`config.mk`:
```
export PLATFORM = sky130hd
export DESIGN_NAME = irqc_top
export DESIGN_NICKNAME = d
export VERILOG_FILES = /design/src/rtl/irqc_pkg.sv /design/src/rtl/irqc_sync.sv /design/src/rtl/irqc_line.sv /design/src/rtl/irqc_regs.sv /design/src/rtl/irqc_arb.sv /design/src/rtl/irqc_top.sv
export SDC_FILE = /design/constraint.sdc
export NUM_CORES = 1
export LEC_CHECK = 0
export BUFFER_PORTS_ARGS = -buffer_cell sky130_fd_sc_hd__buf_2
export CORE_MARGIN = 1
export CORE_UTILIZATION = 42
export CTS_CLUSTER_SIZE = 8
export DETAILED_ROUTE_END_ITERATION = 7
export GPL_TIMING_DRIVEN = 0
export PLACE_DENSITY = 0.76
export SYNTH_ARGS = -nofsm -noshare
export SYNTH_HDL_FRONTEND = slang
export SYNTH_SLANG_ARGS = --single-unit
```
`constraint.sdc`:
```
create_clock -name clk -period 1.65 [get_ports clk]
set_input_delay 0.33 -clock clk [delete_from_list [all_inputs] [get_ports clk]]
set_output_delay 0.33 -clock clk [all_outputs]
set_load 0.02 [all_outputs]
```
`src/rtl/irqc_pkg.sv`:
```
package irqc_pkg;
  typedef enum logic [1:0] {
    SNS_LOW  = 2'b00,
    SNS_FALL = 2'b01,
    SNS_RISE = 2'b10,
    SNS_RSV  = 2'b11
  } sense_e;

  localparam logic [1:0] RA_ENABLE = 2'd0;
  localparam logic [1:0] RA_SENSE  = 2'd1;
  localparam logic [1:0] RA_NMIPOL = 2'd2;
endpackage

```
`src/rtl/irqc_sync.sv`:
```
module irqc_sync #(
  parameter int          W       = 1,
  parameter logic [W-1:0] RST_VAL = '1
) (
  input  logic         clk,
  input  logic         rst_n,
  input  logic [W-1:0] d,
  output logic [W-1:0] q
);
  logic [W-1:0] st1_q, st2_q;

  always_ff @(posedge clk or negedge rst_n) begin
    if (!rst_n) begin
      st1_q <= RST_VAL;
      st2_q <= RST_VAL;
    end else begin
      st1_q <= d;
      st2_q <= st1_q;
    end
  end

  assign q = st2_q;
endmodule

```
`src/rtl/irqc_line.sv`:
```
module irqc_line (
  input  logic clk,
  input  logic rst_n,
  input  logic pin_s,
  input  logic level_mode,
  input  logic rise_sel,
  input  logic clr,
  output logic pend,
  output logic req
);
  logic prev_q;
  logic pend_q, pend_d, pend_en;
  logic rise, fall, evt;

  assign rise = pin_s & ~prev_q;
  assign fall = ~pin_s & prev_q;
  assign evt  = ~level_mode & (rise_sel ? rise : fall);

  always_comb begin
    pend_en = evt | clr;
    pend_d  = evt | (pend_q & ~clr);
  end

  always_ff @(posedge clk or negedge rst_n) begin
    if (!rst_n) begin
      prev_q <= 1'b1;
      pend_q <= 1'b0;
    end else begin
      prev_q <= pin_s;
      if (pend_en) pend_q <= pend_d;
    end
  end

  assign pend = pend_q;
  assign req  = level_mode ? ~pin_s : pend_q;
endmodule

```
`src/rtl/irqc_regs.sv`:
```
module irqc_regs #(
  parameter int NUM_IRQ = 3,
  parameter int DATA_W  = 8
) (
  input  logic                 clk,
  input  logic                 rst_n,
  input  logic                 we,
  input  logic [1:0]           addr,
  input  logic [DATA_W-1:0]    wdata,
  output logic [NUM_IRQ-1:0]   en,
  output logic [2*NUM_IRQ-1:0] sense,
  output logic                 nmi_rise
);
  import irqc_pkg::*;

  logic [NUM_IRQ-1:0]   en_q, en_d;
  logic [2*NUM_IRQ-1:0] sns_q, sns_d;
  logic                 pol_q, pol_d;
  logic                 en_we, sns_we, pol_we;

  always_comb begin
    en_we  = we && (addr == RA_ENABLE);
    sns_we = we && (addr == RA_SENSE);
    pol_we = we && (addr == RA_NMIPOL);
    en_d   = wdata[NUM_IRQ-1:0];
    sns_d  = wdata[2*NUM_IRQ-1:0];
    pol_d  = wdata[0];
  end

  always_ff @(posedge clk or negedge rst_n) begin
    if (!rst_n) begin
      en_q  <= '0;
      sns_q <= '0;
      pol_q <= 1'b0;
    end else begin
      if (en_we)  en_q  <= en_d;
      if (sns_we) sns_q <= sns_d;
      if (pol_we) pol_q <= pol_d;
    end
  end

  assign en       = en_q;
  assign sense    = sns_q;
  assign nmi_rise = pol_q;
endmodule

```
`src/rtl/irqc_arb.sv`:
```
module irqc_arb #(
  parameter int NUM_IRQ      = 3,
  parameter int VEC_W        = 8,
  parameter int ADDR_W       = 16,
  parameter int NMI_VEC      = 3,
  parameter int IRQ_VEC_BASE = 4,
  parameter int ENTRY_BYTES  = 2
) (
  input  logic               nmi_req,
  input  logic [NUM_IRQ-1:0] irq_req,
  output logic               valid,
  output logic               win_nmi,
  output logic [NUM_IRQ-1:0] win_oh,
  output logic [VEC_W-1:0]   vec,
  output logic [ADDR_W-1:0]  vaddr
);
  always_comb begin
    valid   = nmi_req;
    win_nmi = nmi_req;
    win_oh  = '0;
    vec     = VEC_W'(NMI_VEC);
    if (!nmi_req) begin
      for (int i = NUM_IRQ - 1; i >= 0; i--) begin
        if (irq_req[i]) begin
          win_oh    = '0;
          win_oh[i] = 1'b1;
          vec       = VEC_W'(IRQ_VEC_BASE + i);
          valid     = 1'b1;
        end
      end
    end
    if (!valid) vec = '0;
    vaddr = ADDR_W'(int'(vec) * ENTRY_BYTES);
  end
endmodule

```
`src/rtl/irqc_top.sv`:
```
module irqc_top #(
  parameter int NUM_IRQ      = 3,
  parameter int DATA_W       = 8,
  parameter int VEC_W        = 8,
  parameter int ADDR_W       = 16,
  parameter int NMI_VEC      = 3,
  parameter int IRQ_VEC_BASE = 4,
  parameter int ENTRY_BYTES  = 2
) (
  input  logic               clk,
  input  logic               rst_n,
  input  logic               nmi_pin,
  input  logic [NUM_IRQ-1:0] irq_pin,
  input  logic               cpu_imask,
  input  logic               insn_boundary,
  input  logic               flag_write_insn,
  input  logic               ack,
  input  logic               reg_we,
  input  logic [1:0]         reg_addr,
  input  logic [DATA_W-1:0]  reg_wdata,
  output logic               int_req,
  output logic [VEC_W-1:0]   vec_num,
  output logic [ADDR_W-1:0]  vec_addr,
  output logic               mask_set_req,
  output logic               wake
);
  import irqc_pkg::*;

  localparam int NPIN = NUM_IRQ + 1;

  logic [NPIN-1:0]      pins_raw, pins_s;
  logic [NUM_IRQ-1:0]   en;
  logic [2*NUM_IRQ-1:0] sense;
  logic                 nmi_rise;
  logic [NUM_IRQ-1:0]   line_req, line_pend, line_lvl, line_clr, eligible;
  logic                 nmi_pend, nmi_clr;
  logic                 win_nmi;
  logic [NUM_IRQ-1:0]   win_oh;

  assign pins_raw = {nmi_pin, irq_pin};

  irqc_sync #(.W(NPIN), .RST_VAL({NPIN{1'b1}})) u_sync (
    .clk(clk), .rst_n(rst_n), .d(pins_raw), .q(pins_s)
  );

  irqc_regs #(.NUM_IRQ(NUM_IRQ), .DATA_W(DATA_W)) u_regs (
    .clk(clk), .rst_n(rst_n), .we(reg_we), .addr(reg_addr),
    .wdata(reg_wdata), .en(en), .sense(sense), .nmi_rise(nmi_rise)
  );

  generate
    for (genvar g = 0; g < NUM_IRQ; g++) begin : g_line
      sense_e mode;
      assign mode        = sense_e'(sense[2*g +: 2]);
      assign line_lvl[g] = (mode == SNS_LOW);
      assign line_clr[g] = ack & ~win_nmi & win_oh[g] & ~line_lvl[g];

      irqc_line u_line (
        .clk(clk), .rst_n(rst_n), .pin_s(pins_s[g]),
        .level_mode(line_lvl[g]), .rise_sel(mode != SNS_FALL),
        .clr(line_clr[g]), .pend(line_pend[g]), .req(line_req[g])
      );
    end
  endgenerate

  assign nmi_clr = ack & win_nmi;

  irqc_line u_nmi (
    .clk(clk), .rst_n(rst_n), .pin_s(pins_s[NUM_IRQ]),
    .level_mode(1'b0), .rise_sel(nmi_rise),
    .clr(nmi_clr), .pend(nmi_pend), .req()
  );

  assign eligible = line_req & en & {NUM_IRQ{~cpu_imask}};

  irqc_arb #(
    .NUM_IRQ(NUM_IRQ), .VEC_W(VEC_W), .ADDR_W(ADDR_W), .NMI_VEC(NMI_VEC),
    .IRQ_VEC_BASE(IRQ_VEC_BASE), .ENTRY_BYTES(ENTRY_BYTES)
  ) u_arb (
    .nmi_req(nmi_pend), .irq_req(eligible), .valid(int_req),
    .win_nmi(win_nmi), .win_oh(win_oh), .vec(vec_num), .vaddr(vec_addr)
  );

  assign mask_set_req = int_req & insn_boundary & ~flag_write_insn;
  assign wake         = nmi_pend | (|(line_req & en));
endmodule

```
==> metrics.csv <==
metric,value,unit
layout_common_cells,"24 x buf_4, 23 x buf_2, 18 x conb_1",
skew,0.0149,ns
p_leak,0.778,nW
start_util,0.443,
nets,180,
cts_buffer_depth,2,
post_drt_wl_per_cell,12.1,um
antennaDiodeCount,0,
grtUsageTotal,0.157,
rows,19,
rsz0062_at_grt,true,
crit_fanout,2,
layout_setup_ws,-0.700,ns
synth-simple-area-share,0.108,
ys_types,25,
synth_xor_area_frac,0,
worst_pin_slew,0.566,ns
cp.arrival,2.02,ns
synth_compound_area_frac,0.104,
synth.mux.area_fraction,0.0929,
io_pins,48,
status,"finished, violations left",
fp.coreArea,2730,um2
violations,negative setup slack,
clk_pin_slew_worst_paths,0.14,ns
synth-adder-area-share,0,
gp_congestion,0.742,
cts-htree-levels,1,
pre_cts_ws,-0.386,ns
cts_made_buffers,3,
synthesis.area,1210,um2
irDropWorstVdd,0.748,mV
die_y,55.7,um
final_common_cell,buf_4,
vias,901,
grt_pass1_vias,872,
ys_ff_latch,26,
hp-class,in -> reg,
clock_latency,0.33,ns
yosys_warnings,0,
synth.avg_cell_area,11.4,um2
drc,0,
drive_gt1_frac,0.570,
startpoint,u_regs.sense[4]$_DFFE_PN0P_,
fin_crit_sh,1.42,
worst_setup_path_end_kind,primary output,
dp_hpwl,1.64,mm
hp-start,irq_pin[0],
die_area,3110,um2
grt_max_degree,27,
worstSetupPathType,reg -> out,
grt_pass1_wl,3.70,mm
drt-pass1-iter-count,4,
startpoint_type,flop,
synthesis.instances,106,
port_buffers,27,
yosysSeqAreaShare,0.549,
utilization,0.599,
setup_violations,9,
cts_num_sinks,26,
synth_top_family_by_area,buffers and inverters,
area.growth.synth_to_final,35.0,%
timing_hold_violations_final,0,
maxCapViolations,0,
root_buffer,clkbuf_4,
drv_slew,0,
min_period,2.35,ns
cts_tree,built,
vias_per_cell,4.77,
crit_required,1.32,ns
reg2reg_from,u_regs.sense[3]$_DFFE_PN0P_,
fmax,0.426,GHz
ant_nets,0,
routed_wl,2.29,mm
relSlewSlack,0.622,
power_density,1120,nW/um2
first_iter_violations,21,
antenna_found_initial,0,
die_w,55.7,um
grt_overflow,0,
-- sequential cells by signal, indices dropped and copies added, names as in the netlist --
register,count
u_regs.nmi_rise,1
u_regs.en,3
u_nmi.prev_q,1
g_line.u_line.prev_q,3
u_sync.st1_q,4
u_nmi.pend,1
u_sync.q,4
u_regs.sense,6
g_line.u_line.pend,3
-- repair_timing --
action / 4_1_cts / 5_1_grt
hold buffers: 1 / 0
hold endpoints to repair: 14 / 0
endpoints found under the setup margin: 9 / 9
resized for setup: 12 / 5
pin swaps: 2 / 1
buffers inserted: 3 / 0
-- path summary, 6_finish.rpt --
check / end / slack [ns] / cells after the start
max: vec_num[1] / -0.70 / 6
min: u_sync.st1_q[0]$_DFF_PN1_ / 0.07 / 1
max reg2reg: g_line[2].u_line.pend$_DFFE_PN0P_ / 0.18 / 4
min reg2reg: u_sync.q[3]$_DFF_PN1_ / 0.36 / 0
max in group asynchronous: u_regs.sense[5]$_DFFE_PN0P_ / 0.73 / 2
min in group asynchronous: u_regs.sense[0]$_DFFE_PN0P_ / 0.50 / 2
-- power breakdown --
| group | leakage [nW] | total, mW | switching (mW) | internal (mW) |
|---|---|---|---|---|
| clock network | 0.0279 | 0.431 | 0.185 | 0.246 |
| logic | 0.466 | 0.600 | 0.306 | 0.293 |
| registers | 0.285 | 0.807 | 0.0703 | 0.737 |
| total | 0.778 | 1.84 | 0.561 | 1.28 |
-- cell usage after synthesis --
library cell,count,area [um2]
o211ai_1,1,7.51
nand3b_1,2,15.0
conb_1,1,3.75
nor3_1,2,10.0
nand3_1,1,5.00
mux2_2,10,113
nor3b_1,1,7.51
a211o_1,1,8.76
inv_1,4,15.0
o31ai_1,1,7.51
or4b_1,1,10.0
or3_1,3,18.8
dfstp_2,12,315
a21boi_1,3,22.5
a21oi_1,1,5.00
a31oi_1,2,12.5
buf_4,21,158
nor2_1,3,11.3
o41ai_1,1,8.76
dfrtp_1,14,350
nand2b_1,1,6.26
nand2_1,8,30.0
o21ai_0,9,45.0
nor4b_1,2,17.5
o221ai_1,1,8.76
-- critical path, stage by stage, from the launching register on --
cell and delay, ns:
dfrtp_1 0.42, or3_4 0.37, a21boi_2 0.15, or4b_4 0.47, nand2_2 0.08, buf_6 0.09, buf_6 0.10
-- layout make-up --
cell class                 count  area, um2
fill                         248       1100
sequential                    26        667
multi-input combinational     72        513
timing repair buffer          31        189
buffer                        21        161
tap                           31       38.8
clock inverter                 1       30.0
clock buffer                   3       22.5
inverter                       4       15.0
-- logic make-up after synthesis --
group / after synthesis
buffers and inverters: 25
muxes: 10
AOI/OAI and AO/OA: 20
other: 1
DFF: 26
and+or+nand+nor: 24
-- stage by stage --
stage          TNS [ns]  hold slack (ns)  instance area [um2]  instances  power, mW
6_report          -4.93           0.0733                 1640        189       1.84
2_1_floorplan     -1.25           0.0344                 1310        123       1.17
4_1_cts           -5.09           0.0624                 1610        189       1.82
5_1_grt           -5.82           0.0628                 1640        189       1.93
3_3_place_gp      -1.76            0.334                 1480        181       1.28
3_5_place_dp      -2.17            0.346                 1480        181       1.31
-- metal layers --
| metal | share of wire | GRT usage | vias to the layer above |
|---|---|---|---|
| li1 | - | - | 437 |
| met1 | 0.36 | 0.167 | 422 |
| met2 | 0.56 | 0.293 | 37 |
| met3 | 0.061 | 0.0233 | 5 |
| met4 | 0.021 | 0.0893 | 0 |
| met5 | 0 | 0 | - |
Note: power is estimated with default switching activity, not from simulation.
